**src/rtl/socket_pwr_seq_pkg.sv**
```systemverilog
package socket_pwr_seq_pkg;

    typedef enum logic [3:0] {
        S_OFF,
        S_UP_CEOFF,
        S_UP_ZERO,
        S_UP_FALL,
        S_UP_VCC,
        S_UP_EN,
        S_UP_RST,
        S_UP_POST,
        S_ON,
        S_DN_CEOFF,
        S_DN_ZERO
    } seq_state_e;

    localparam logic [1:0] VCC_0V   = 2'b00;
    localparam logic [1:0] VCC_BAD  = 2'b11;
    localparam logic [1:0] VPP_0V   = 2'b00;

    function automatic int max2(input int a, input int b);
        return (a > b) ? a : b;
    endfunction

endpackage

```
**src/rtl/pwr_us_tick.sv**
```systemverilog
module pwr_us_tick #(
    parameter int CLK_PER_US = 50
) (
    input  logic clk,
    input  logic rst_n,
    input  logic restart,
    output logic tick
);
    localparam int PRE_W = (CLK_PER_US > 1) ? $clog2(CLK_PER_US) : 1;
    localparam logic [PRE_W-1:0] PRE_LAST = PRE_W'(CLK_PER_US - 1);

    logic [PRE_W-1:0] pre_d, pre_q;

    always_comb begin
        if (restart || pre_q == PRE_LAST) pre_d = '0;
        else                              pre_d = pre_q + 1'b1;
    end

    always_ff @(posedge clk) begin
        if (!rst_n) pre_q <= '0;
        else        pre_q <= pre_d;
    end

    assign tick = !restart && (pre_q == PRE_LAST);

    p_pre_in_range_r4: assert property (@(posedge clk) disable iff (!rst_n)
        pre_q <= PRE_LAST);

endmodule

```
**src/rtl/pwr_wait_timer.sv**
```systemverilog
module pwr_wait_timer #(
    parameter int CNT_W = 8
) (
    input  logic             clk,
    input  logic             rst_n,
    input  logic             load,
    input  logic [CNT_W-1:0] load_val,
    input  logic             tick,
    output logic             expired
);
    logic [CNT_W-1:0] cnt_d, cnt_q;

    always_comb begin
        cnt_d = cnt_q;
        if (load)                   cnt_d = load_val;
        else if (tick && cnt_q != 0) cnt_d = cnt_q - 1'b1;
    end

    always_ff @(posedge clk) begin
        if (!rst_n) cnt_q <= '0;
        else        cnt_q <= cnt_d;
    end

    assign expired = (cnt_q == '0);

    p_cnt_nonincr_r4: assert property (@(posedge clk) disable iff (!rst_n)
        !load |=> cnt_q <= $past(cnt_q));

endmodule

```
**src/rtl/socket_pwr_seq.sv**
```systemverilog
module socket_pwr_seq
    import socket_pwr_seq_pkg::*;
#(
    parameter int CLK_PER_US = 50,
    parameter int T_CE_OFF   = 20000,
    parameter int T_ZERO     = 20000,
    parameter int T_FALL     = 400000,
    parameter int T_RISE     = 420000,
    parameter int T_ENABLE   = 200000,
    parameter int T_RESET    = 10,
    parameter int T_POST     = 20000,
    parameter int T_DN_FALL  = 320000
) (
    input  logic       clk,
    input  logic       rst_n,
    input  logic       en_req,
    input  logic       dis_req,
    input  logic [1:0] vcc_target,
    output logic [1:0] vcc_sel,
    output logic [1:0] vpp_sel,
    output logic       card_en,
    output logic       glob_en,
    output logic       card_rst,
    output logic       busy,
    output logic       powered
);
    localparam int T_MAX = max2(max2(max2(T_CE_OFF, T_ZERO), max2(T_FALL, T_RISE)),
                                max2(max2(T_ENABLE, T_RESET), max2(T_POST, T_DN_FALL)));
    localparam int CNT_W = $clog2(T_MAX + 1);

    localparam logic [CNT_W-1:0] L_CE_OFF  = CNT_W'(T_CE_OFF);
    localparam logic [CNT_W-1:0] L_ZERO    = CNT_W'(T_ZERO);
    localparam logic [CNT_W-1:0] L_FALL    = CNT_W'(T_FALL);
    localparam logic [CNT_W-1:0] L_RISE    = CNT_W'(T_RISE);
    localparam logic [CNT_W-1:0] L_ENABLE  = CNT_W'(T_ENABLE);
    localparam logic [CNT_W-1:0] L_RESET   = CNT_W'(T_RESET);
    localparam logic [CNT_W-1:0] L_POST    = CNT_W'(T_POST);
    localparam logic [CNT_W-1:0] L_DN_FALL = CNT_W'(T_DN_FALL);

    typedef struct packed {
        seq_state_e st;
        logic [1:0] tgt;
        logic [1:0] vcc;
        logic [1:0] vpp;
        logic       ce;
        logic       ge;
        logic       rst;
    } seq_regs_t;

    seq_regs_t        q, d;
    logic             ld;
    logic [CNT_W-1:0] ld_val;
    logic             tick;
    logic             expired;

    pwr_us_tick #(.CLK_PER_US(CLK_PER_US)) u_tick (
        .clk     (clk),
        .rst_n   (rst_n),
        .restart (ld),
        .tick    (tick)
    );

    pwr_wait_timer #(.CNT_W(CNT_W)) u_timer (
        .clk      (clk),
        .rst_n    (rst_n),
        .load     (ld),
        .load_val (ld_val),
        .tick     (tick),
        .expired  (expired)
    );

    always_comb begin
        d      = q;
        ld     = 1'b0;
        ld_val = '0;
        unique case (q.st)
            S_OFF: if (en_req && vcc_target != VCC_0V && vcc_target != VCC_BAD) begin
                d.st = S_UP_CEOFF; d.tgt = vcc_target; d.ce = 1'b0;
                ld = 1'b1; ld_val = L_CE_OFF;
            end
            S_UP_CEOFF: if (expired) begin
                d.st = S_UP_ZERO; d.vcc = VCC_0V; d.vpp = VPP_0V;
                ld = 1'b1; ld_val = L_ZERO;
            end
            S_UP_ZERO: if (expired) begin
                d.st = S_UP_FALL; ld = 1'b1; ld_val = L_FALL;
            end
            S_UP_FALL: if (expired) begin
                d.st = S_UP_VCC; d.vcc = q.tgt; d.vpp = VPP_0V;
                ld = 1'b1; ld_val = L_RISE;
            end
            S_UP_VCC: if (expired) begin
                d.st = S_UP_EN; d.ge = 1'b1; d.ce = 1'b1;
                ld = 1'b1; ld_val = L_ENABLE;
            end
            S_UP_EN: if (expired) begin
                d.st = S_UP_RST; d.rst = 1'b1; ld = 1'b1; ld_val = L_RESET;
            end
            S_UP_RST: if (expired) begin
                d.st = S_UP_POST; d.rst = 1'b0; ld = 1'b1; ld_val = L_POST;
            end
            S_UP_POST: if (expired) d.st = S_ON;
            S_ON: if (dis_req) begin
                d.st = S_DN_CEOFF; d.ce = 1'b0; ld = 1'b1; ld_val = L_CE_OFF;
            end
            S_DN_CEOFF: if (expired) begin
                d.st = S_DN_ZERO; d.vcc = VCC_0V; d.vpp = VPP_0V; d.ge = 1'b0;
                ld = 1'b1; ld_val = L_DN_FALL;
            end
            S_DN_ZERO: if (expired) d.st = S_OFF;
            default: d.st = S_OFF;
        endcase
    end

    always_ff @(posedge clk) begin
        if (!rst_n) begin
            q <= '{st: S_OFF, tgt: VCC_0V, vcc: VCC_0V, vpp: VPP_0V,
                   ce: 1'b0, ge: 1'b0, rst: 1'b0};
        end else begin
            q <= d;
        end
    end

    assign vcc_sel  = q.vcc;
    assign vpp_sel  = q.vpp;
    assign card_en  = q.ce;
    assign glob_en  = q.ge;
    assign card_rst = q.rst;
    assign powered  = (q.st == S_ON);
    assign busy     = (q.st != S_OFF) && (q.st != S_ON);

    p_vcc_legal_r4: assert property (@(posedge clk) disable iff (!rst_n)
        vcc_sel != VCC_BAD);
    p_ce_needs_ge_r5: assert property (@(posedge clk) disable iff (!rst_n)
        card_en |-> glob_en);
    p_rst_context_r6: assert property (@(posedge clk) disable iff (!rst_n)
        card_rst |-> (card_en && glob_en && vcc_sel != VCC_0V));
    p_rst_min_r6: assert property (@(posedge clk) disable iff (!rst_n)
        $rose(card_rst) |=> card_rst);
    p_pwr_busy_excl_r7: assert property (@(posedge clk) disable iff (!rst_n)
        !(powered && busy));
    p_busy_by_request_r9: assert property (@(posedge clk) disable iff (!rst_n)
        $rose(busy) |-> $past(en_req || dis_req));
    p_vpp_zero_r10: assert property (@(posedge clk) disable iff (!rst_n)
        vpp_sel == VPP_0V);
    p_vcc_hold_r10: assert property (@(posedge clk) disable iff (!rst_n)
        (vcc_sel != VCC_0V && $past(vcc_sel) != VCC_0V) |-> $stable(vcc_sel));

endmodule

```
**config.mk**
```make
export PLATFORM = sky130hd
export DESIGN_NAME = socket_pwr_seq
export DESIGN_NICKNAME = d
export VERILOG_FILES = /design/src/rtl/socket_pwr_seq_pkg.sv /design/src/rtl/pwr_us_tick.sv /design/src/rtl/pwr_wait_timer.sv /design/src/rtl/socket_pwr_seq.sv
export SDC_FILE = /design/constraint.sdc
export NUM_CORES = 1
export LEC_CHECK = 0
export ABC_CLOCK_PERIOD_IN_PS = 2200
export BUFFER_PORTS_ARGS = -buffer_cell sky130_fd_sc_hd__buf_4
export CAP_MARGIN = 25
export CORE_ASPECT_RATIO = 1.75
export CORE_MARGIN = 8
export CORE_UTILIZATION = 30
export DETAILED_ROUTE_END_ITERATION = 10
export MAX_ROUTING_LAYER = met4
export SLEW_MARGIN = 30
export SYNTH_ARGS = -nofsm -noshare
export SYNTH_HDL_FRONTEND = slang
export SYNTH_SLANG_ARGS = --single-unit
export TNS_END_PERCENT = 10
```
**constraint.sdc**
```tcl
create_clock -name clk -period 2.2 [get_ports clk]
set_input_delay 0.11 -clock clk [delete_from_list [all_inputs] [get_ports clk]]
set_output_delay 0.11 -clock clk [all_outputs]
set_load 0.1 [all_outputs]
```
# == After elaboration in Yosys (flattened, before gate mapping) ==
# Index checks and enable logic that the tools add are counted.
# word_totals
regBits,38
output_inout_bits,9
input_bits,6
wordCells,101
# classes
n_eq_ne,25
reduce_logical,27
n_addsub,2
bitwise_logic,1
muxes,37
# ops
cell,n
$pmux W19 S8,1
$mux W19,5
$mux W4,12
$mux W15,3
$pmux W4 S11,1
$ne A2 B2 Y1 const B,12
$logic_not A19 Y1,1
$reduce_bool A19 Y1,1
$sub A19 B1 Y19 const B,1
$mux W18,1
$eq A4 B3 Y1 const B,4
$eq A4 B4 Y1 const B,3
$reduce_and A11 Y1,1
$reduce_bool A2 Y1,5
$reduce_and A3 Y1,3
$eq A4 B2 Y1 const B,2
$pmux W4 S2,1
$mux W1,7
$reduce_or A7 Y1,1
$add A6 B1 Y6 const B,1
$eq A6 B6 Y1 const B,1
$mux W6,1
$pmux W1 S3,2
$reduce_or A2 Y1,3
other kinds (14),19

# == Logic depth before layout (Yosys ltp) ==
# Gate-level depths: netlist (run 1).
# logic_depth
word_depth,10
depth_mapped,9

# == Modules after synthesis ==
# Synthesis (run 1) repeated with hierarchy kept, for this count alone.
# hier_totals
hier_cells,294
area_unflattened_um2,2331.0
# by_module_without_submodules
module,cells_per_inst,seq_area_each_um2,area_per_inst_um2,n_inst
pwr_wait_timer,169,380.4,1331.3,1
socket_pwr_seq,97,220.2,735.7,1
pwr_us_tick,28,120.1,264.0,1

# == Worst setup path before layout (run 1) ==
# Ideal clock, no wire load.
# synth_timing
path_type,reg2reg
startpoint,register q[10] (netlist bit)
endpoint,register u_timer.cnt_q[7]
n_path_buf,1
arrival_time_ps,2327
synth_period_minus_slack_ps,2468
path_stages_with_launch,8
setup_ps,141
slack_ps,-268
t_required_ps,2059
path_cell_list,dfxtp_1 > clkbuf_1 > nor3_2 > inv_1 > nor2_1 > nor3_1 > o31ai_1 > a221oi_1
# synth_between
elab_chain_cells,7
# synth_rtl
element,line,text
start: declaration,socket_pwr_seq.sv:50,"seq_regs_t q, d;"
start signal: assignment,socket_pwr_seq.sv:117,"q <= '{st: S_OFF, tgt: VCC_0V, vcc: VCC_0V, vpp: VPP_0V,"
$eq A4 B4 Y1 (tied with other cells),socket_pwr_seq.sv:76,unique case (q.st)
$reduce_or A7 Y1 (no source line),--,
$pmux W1 S3,socket_pwr_seq.sv:76,
$logic_not A1 Y1,pwr_us_tick.sv:24,assign tick = !restart && (pre_q == PRE_LAST);
$logic_and A1 B1 Y1,pwr_us_tick.sv:24,
$logic_and A1 B1 Y1,pwr_wait_timer.sv:16,else if (tick && cnt_q != 0) cnt_d = cnt_q - 1'b1;
$reduce_bool A2 Y1 (no source line),--,
end signal: assignment,pwr_wait_timer.sv:21,else cnt_q <= cnt_d;
end: declaration,pwr_wait_timer.sv:11,"logic [CNT_W-1:0] cnt_d, cnt_q;"
# Parallel ways exist; a longest one is shown, timed or not.
# A chain may end at the register's enable or synchronous reset.

# == Worst setup path after layout (run 1) ==
# layout_timing
startpoint,register u_timer.cnt_q[12]
endpoint,register u_timer.cnt_q[14]
# layout_between
elab_chain_cells,7
# layout_rtl
element
branches (longest 7 deep; another with $sub A19 B1 Y19)
# Several ways; the timed one is not identified. The select of a mux whose other input is x is not followed.

==> results of run 1 <==
==> what timing repair did <==
action	in CTS	in global routing
setup endpoints to repair	5	17
pin swaps	3	2
setup buffers	0	0
cloned	0	0
endpoints found under the hold margin	0	0
hold buffers	0	0
resized for setup	4	4
==> worst paths after layout <==
kind	start	endpoint	slack [ns]	cells past startpoint
setup / recovery	u_timer.cnt_q[12]$_SDFFE_PN0P_	u_timer.cnt_q[14]$_SDFFE_PN0P_	-0.0002	6
setup reg to reg	u_timer.cnt_q[12]$_SDFFE_PN0P_	u_timer.cnt_q[14]$_SDFFE_PN0P_	-0.0002	6
hold reg to reg	u_tick.pre_q[0]$_SDFF_PP0_	u_tick.pre_q[0]$_SDFF_PP0_	0.46	1
hold / removal	vcc_target[1]	q[7]$_SDFFE_PN0P_	0.03	2
==> final cells by class <==
type | count | area share, %
clock buffer | 6 | 4.66
multi-input combinational | 222 | 49.8
sequential | 36 | 24.2
tap | 88 | 3.69
timing repair buffer | 58 | 15.6
inverter | 13 | 1.76
clock inverter | 2 | 0.336
==> cells by family after synthesis <==
family                     synth area share, %
and+or+nand+nor                           29.3
AOI/OAI and AO/OA                         24.7
DFF                                       31.4
buffers and inverters                     6.39
xor gates and xnor gates                  4.97
adders and majority gates                 1.64
muxes                                     1.36
other                                    0.164
==> synthesized netlist by cell type, types with 3 or more instances <==
cell type / number / area [sq um]
dfxtp_1: 36 / 721
clkbuf_1: 7 / 26.3
a31oi_1: 6 / 37.5
xor2_1: 7 / 61.3
a21oi_1: 22 / 110
nor4_1: 7 / 43.8
nor2_1: 37 / 139
nand2b_1: 4 / 25.0
nor2b_1: 3 / 18.8
inv_1: 13 / 48.8
and3_1: 4 / 25.0
o22ai_1: 4 / 25.0
nor3_2: 3 / 30.0
ha_1: 3 / 37.5
nand4_1: 3 / 18.8
a211oi_1: 3 / 22.5
nor3_1: 14 / 70.1
nand3_1: 11 / 55.1
a221oi_1: 4 / 35.0
nand2_1: 20 / 75.1
xnor2_1: 6 / 52.6
o21ai_0: 14 / 70.1
buf_4: 4 / 30.0
buf_1: 5 / 18.8
==> power by group <==
| part | internal, mW | switching, mW | total, mW |
|---|---|---|---|
| combinational | 0.858 | 1.18 | 2.04 |
| clock | 0.446 | 0.273 | 0.719 |
| sequential | 0.755 | 0.105 | 0.860 |
==> state kept, by name (all words and copies together), names as in the netlist <==
name and cells:
u_timer.cnt_q 19, q 6, u_tick.pre_q 6, vcc_sel 2
card_en 1, card_rst 1, glob_en 1
==> layer usage <==
layer	wire [um]	track usage, %	vias up
met5	0	-	-
met4	324	9.82	0
met3	178	2.19	25
met2	3860	24.4	45
met1	2490	12.4	1069
li1	-	-	1143
==> worst max-delay path: cells and delay by family, from the launching register on <==
family	cells	cell delay, ns
AND/OR/NAND/NOR	3	1.31
buffers and inverters	2	0.33
flip-flops	1	0.32
AO/OA/AOI/OAI	1	0.15
==> results.toml, run 1 <==
[floorplanning]
die_x_um = 82.1
die-height_um = 132
std_cell_rows = 42
die-area_sq_um = 10800
start_util_pct = 30.5
ioPinCount = 15
core_area_sq_um = 7510

[pwr]
ir_drop_mv = 0.839
p_leak_nw = 1.18
power_mw = 3.62
p_per_area_nw_per_um2 = 1210

[setup_path]
worstSetupStartpointType = "flip-flop"
worstPathRequired_ns = 2.39
max_stage_delay_ns = 0.53
critical_path_arrival_ns = 2.39
crit_chain = "or4_4, or4_4, buf_4, nor3_2, a221oi_1, buf_4"
end_kind = "flip-flop"
crit_slowest_cell = "or4_4"
path_class = "reg -> reg"
worstPathMaxFanout = 5

[logic_synthesis]
yosys_warnings = 0
synth_seq_cells = 36
synthFlopType = "dfxtp_1"
avgSynthCellArea_sq_um = 7.96
synth_edf_count = 0
async_reset_ff_share_pct = 0
netlist_instances = 288
yosysSeqAreaShare_pct = 31.4
synth_cell_types = 59
syn-cell-area_sq_um = 2290

[timing]
fmax_mhz = 455
rsz0062_at_grt = "true"
setup_viol = 1
fin_crit_sh_pct = 100
whs_ns = 0.0315
setup_ws_ns = -0.000167
min_period_ns = 2.20
finalMaxSlewViolations = 0
finClkSkew_ns = 0.00512
hold_viol = 0
tns_ns = -0.000167

[clock_network]
cts_max_level = 2
cts_tree = "done"
cts.path.max_buffers = 2
clock_latency_ns = 0.29
cts_root_buf = "clkbuf_16"
numCtsBuffers = 5
clock_sinks = 36
clkSlewWorstSetupHoldPaths_ns = 0.05

[detailed_routing]
num_vias = 2282
postRouteWirelength_um = 6850
vias_per_cell = 5.37
drc_errors = 0
drt-initial-drc-count = 85
wl_per_cell_um = 16.1
firstDrtPassIters = 4
ant_nets = 0

[global_route]
grt_max_degree = 14
grt_pass1_vias = 2289
grt_usage_pct = 13.7
grt_overflow = 0
antenna_found_initial = 0
grt_pass1_wl_um = 11200

[hold_path]
min_path_type = "in -> reg"

[cells_and_area]
layout-drive-gt1-share_pct = 27.3
antenna_cells_inserted = 0
multiInputGateArea_sq_um = 1480
final_cells = 425
mostFrequentLayoutCell = "buf_4"
final_cell_mix = "buf_4, nor2_1, dfxtp_1, a21oi_1, nand2_1"
register_area_sq_um = 722
final_nets = 345
utilization_pct = 39.7
synthToLayoutAreaGrowth_pct = 30.1
final_area_sq_um = 2980
n_fill_cell = 777

[placement]
place_ws_ns = -0.102
port-buffer-count = 12
place_congestion = 0.948
dpl.hpwl_um = 5400
dp.cells = 417
placed_area_sq_um = 2790

[outcome]
status = "complete, but fails checks"
violations = "setup timing"

[run]
maxCapViolCount = 0
(Power assumes the default switching activity.)
==> run 2: changes to the inputs <==
Settings changed: ABC_CLOCK_PERIOD_IN_PS 2200 to 2500.
Clock period 2.2 ns to 2.5 ns, I/O delays scaled along.
==> results.toml, run 2 (synthesis gave the netlist of run 1 again) <==
[timing]
finalMaxSlewViolations = 0
worst_pin_slew_ns = 0.767
setup_viol = 0
tns_ns = 0
finClkSkew_ns = 0.00298
whs_ns = 0.0380
fmax_mhz = 431
hold_viol = 0
fin_crit_sh_pct = 92.8
min_period_ns = 2.32
rsz0062_at_grt = "false"
slew_headroom_pct = 48.8

[detailed_routing]
postRouteWirelength_um = 6880
wl_per_cell_um = 17.2
drc_errors = 0
num_vias = 2263
firstDrtPassIters = 4
ant_nets = 0
drt-initial-drc-count = 179
vias_per_cell = 5.64

[cells_and_area]
largest_register_ffs = 19
mostFrequentLayoutCell = "nor2_1"
top_register = "u_timer.cnt_q"
final_cells = 401
antenna_cells_inserted = 0
final_cell_mix = "nor2_1, dfxtp_1, buf_4, a21oi_1, nand2_1"
reg_top3 = "u_timer.cnt_q: 19 flops, q: 6 flops, u_tick.pre_q: 6 flops"
synthToLayoutAreaGrowth_pct = 18.6
layout-drive-gt1-share_pct = 18.8
final_nets = 322

[setup_path]
path_class = "reg -> reg"
worstPathRequired_ns = 2.64
crit_slowest_cell = "or4_4"
worstPathMaxFanout = 12
cp.buffers_inverters = 0
critical_path_arrival_ns = 2.46
reg2reg_slack_ns = 0.18
critPathTopFamily = "simple AND/OR/NAND/NOR gates"
max_stage_delay_ns = 0.58
worstSetupStartpointType = "flip-flop"
crit_chain = "or4_4, or4_4, o21ai_2, nand2_2, o22ai_1, nor2_1"
end_kind = "flip-flop"
critPathMostFrequentCell = "or4_4"

[global_route]
grt_overflow = 0
antenna_found_initial = 0
grt_max_degree = 22
grt_pass1_wl_um = 11800
grt_pass1_vias = 2432
grt_usage_pct = 14.2

[clock_network]
cts_resized = 0
cts_max_level = 2
clock_latency_ns = 0.28
clock_sinks = 36
cts_root_buf = "clkbuf_16"
clkSlewWorstSetupHoldPaths_ns = 0.05
numCtsBuffers = 5
cts_tree = "done"
cts.path.max_buffers = 2

[floorplanning]
die_x_um = 82.1
die-area_sq_um = 10800
ioPinCount = 15
core_area_sq_um = 7510
start_util_pct = 30.5
std_cell_rows = 42
die-height_um = 132

[placement]
dp.cells = 392
port-buffer-count = 12
dpl.hpwl_um = 5210
place_congestion = 0.930

[pwr]
p_per_area_nw_per_um2 = 1090
p_leak_nw = 1.05
ir_drop_mv = 0.569

[run]
maxCapViolCount = 0

[outcome]
status = "finished, final reports clean"

[hold_path]
min_path_type = "in -> reg"
## run 2: where the power goes
group	leakage [nW]	switching (mW)	internal, mW
Clock	0.0667	0.233	0.362
Sequential	0.293	0.117	0.664
Combinational	0.685	0.958	0.622
## run 2: path summary, 6_finish.rpt
path | startpoint | to | cells past startpoint
worst max-delay path | u_timer.cnt_q[12]$_SDFFE_PN0P_ | u_timer.cnt_q[1]$_SDFFE_PN0P_ | 6
worst min-delay path | vcc_target[1] | q[7]$_SDFFE_PN0P_ | 2
worst max register to register | u_timer.cnt_q[12]$_SDFFE_PN0P_ | u_timer.cnt_q[1]$_SDFFE_PN0P_ | 6
worst min register to register | u_tick.pre_q[0]$_SDFF_PP0_ | u_tick.pre_q[0]$_SDFF_PP0_ | 1
## run 2: repair_timing
| item | 4_1_cts | 5_1_grt |
|---|---|---|
| hold buffers | 0 | 0 |
| endpoints found under the setup margin | 0 | 2 |
| setup buffers | 0 | 2 |
## run 2: layer usage
layer	wire length, um	part of all wire, %	vias to the layer above	GRT usage, %
met4	282	4.1	0	8.25
met3	149	2.2	21	2.39
met5	0	0	-	-
met2	3930	57	52	25.0
li1	-	-	1098	-
met1	2520	37	1092	13.8
## run 2: layout make-up
class                   instances  area (sq um)
multi-input cells             222          1430
flip-flops and latches         36           721
inverters                      13          48.8
well taps                      88           110
clock buffers                   6           129
clock inverters                 1          5.00
fillers                       811          4800
repair buffers                 35           275
## run 2: per-stage QoR
step | worst slack, ns | utilization (%) | total power [mW] | cell area, sq um
finish | 0.180 | 36.2 | 2.95 | 2720
CTS | 0.0902 | 35.8 | 2.90 | 2690
floorplan | 0.0317 | - | 1.86 | 2300
detailed placement | 0.104 | 34.0 | 2.30 | 2560
global placement | 0.121 | 34.0 | 2.28 | 2560
global route | 0.00823 | 36.2 | 3.17 | 2720
## run 2: worst register-to-register path: stages, from the launching register on
cell     delay (ns)
dfxtp_1        0.35
or4_4          0.58
or4_4          0.51
o21ai_2        0.24
nand2_2        0.22
o22ai_1        0.23
nor2_1         0.06
==> run 3: changes to the inputs <==
Settings changed: ABC_CLOCK_PERIOD_IN_PS 2500 to 2810, REMOVE_ABC_BUFFERS set to 1.
Clock period 2.5 ns to 2.81 ns, I/O delays scaled along.
==> results.toml, run 3 (synthesis gave the netlist of run 1 again) <==
[outcome]
status = "finished, final reports clean"

[cells_and_area]
synthToLayoutAreaGrowth_pct = 14.1
top_register = "u_timer.cnt_q"
utilization_pct = 34.8
mostFrequentLayoutCell = "nor2_1"
antenna_cells_inserted = 0
final_area_sq_um = 2620
largest_register_ffs = 19
final_nets = 308
final_cell_mix = "nor2_1, dfxtp_1, a21oi_1, buf_4, nand2_1"
n_fill_cell = 798
reg_top3 = "u_timer.cnt_q: 19 flops, q: 6 flops, u_tick.pre_q: 6 flops"
layout-drive-gt1-share_pct = 15.7

[setup_path]
reg2reg_slack_ns = 0.37
worstPathMaxFanout = 12
worstSetupStartpointType = "flip-flop"
crit_chain = "or4_4, or4_4, nor2_4, nor3_1, o31ai_1, a221oi_1"
critPathTopFamily = "simple AND/OR/NAND/NOR gates"
end_kind = "flip-flop"
worstPathRequired_ns = 2.93
critical_path_arrival_ns = 2.56
path_class = "reg -> reg"
max_stage_delay_ns = 0.58
crit_slowest_cell = "or4_4"
critPathMostFrequentCell = "or4_4"
cp.buffers_inverters = 0

[clock_network]
clock_sinks = 36
clock_latency_ns = 0.29
cts.path.max_buffers = 2
cts_hold_buf = 0
cts_max_level = 2
cts_root_buf = "clkbuf_16"
cts_tree = "done"
clkSlewWorstSetupHoldPaths_ns = 0.06
numCtsBuffers = 5
cts_resized = 0
cts_setup_buffers = 0

[hold_path]
min_path_type = "in -> reg"

[pwr]
p_per_area_nw_per_um2 = 956
p_leak_nw = 0.986
ir_drop_mv = 0.558
power_mw = 2.50

[floorplanning]
core_area_sq_um = 7510
std_cell_rows = 42
die_x_um = 82.1
start_util_pct = 30.5
die-area_sq_um = 10800
die-height_um = 132
ioPinCount = 15

[timing]
worst_pin_slew_ns = 0.731
setup_ws_ns = 0.371
fmax_mhz = 410
setup_viol = 0
finalMaxSlewViolations = 0
hold_viol = 0
rsz0062_at_grt = "false"
min_period_ns = 2.44
tns_ns = 0
slew_headroom_pct = 51.2
fin_crit_sh_pct = 86.8
finClkSkew_ns = 0.00578

[global_route]
grt_usage_pct = 13.3
grt_max_degree = 22
antenna_found_initial = 0
grt_pass1_wl_um = 10900
grt_overflow = 0
grt_pass1_vias = 2137

[placement]
place_ws_ns = 0.411
place_congestion = 0.954
placed_area_sq_um = 2470
dpl.hpwl_um = 4970
port-buffer-count = 12

[detailed_routing]
drt-initial-drc-count = 95
ant_nets = 0
drc_errors = 0
vias_per_cell = 5.64
num_vias = 2190
firstDrtPassIters = 4
postRouteWirelength_um = 6510
wl_per_cell_um = 16.8

[run]
maxCapViolCount = 0
-- run 3: changes by cell type in the layout (fill, tap and decap cells not counted), sizes merged --
cell,delta
buf,-14
clkinv,+1
-- run 3: layout make-up --
class	instances	area, sq um	area share, %
Multi-Input combinational cell	222	1430	54.6
Timing Repair Buffer	21	158	6.03
Tap cell	88	110	4.21
Clock buffer	6	139	5.31
Clock inverter	2	10.0	0.383
Sequential cell	36	721	27.6
Inverter	13	48.8	1.87
-- run 3: worst paths after layout --
check | startpoint | end | depth (start not counted)
setup reg to reg | u_timer.cnt_q[12]$_SDFFE_PN0P_ | u_timer.cnt_q[7]$_SDFFE_PN0P_ | 6
setup / recovery | u_timer.cnt_q[12]$_SDFFE_PN0P_ | u_timer.cnt_q[7]$_SDFFE_PN0P_ | 6
hold reg to reg | u_tick.pre_q[0]$_SDFF_PP0_ | u_tick.pre_q[0]$_SDFF_PP0_ | 1
hold / removal | vcc_target[1] | q[7]$_SDFFE_PN0P_ | 2
-- run 3: layer usage --
layer	up-vias	wire [um]	GRT usage, %
met1	1016	2350	12.7
met3	32	243	2.12
met4	0	465	9.14
met5	-	0	-
met2	69	3450	23.0
li1	1073	-	-
-- run 3: per-stage QoR --
| stage | hold WS (ns) | std cells |
|---|---|---|
| 2_1_floorplan | 0.230 | 271 |
| 3_3_place_gp | 0.343 | 380 |
| 3_5_place_dp | 0.348 | 380 |
| 4_1_cts | 0.0443 | 388 |
| 5_1_grt | 0.0671 | 388 |
| 6_report | 0.0543 | 388 |
-- run 3: worst reg2reg max path, cell delays in order (launching register included) --
cell      delay (ns)
dfxtp_1         0.36
or4_4           0.59
or4_4           0.50
nor2_4          0.34
nor3_1          0.13
o31ai_1         0.26
a221oi_1        0.10
-- run 3: power by group --
group	total [mW]	internal [mW]	switching, mW
logic	1.24	0.432	0.809
clock network	0.565	0.349	0.215
registers	0.696	0.590	0.105
total	2.50	1.37	1.13
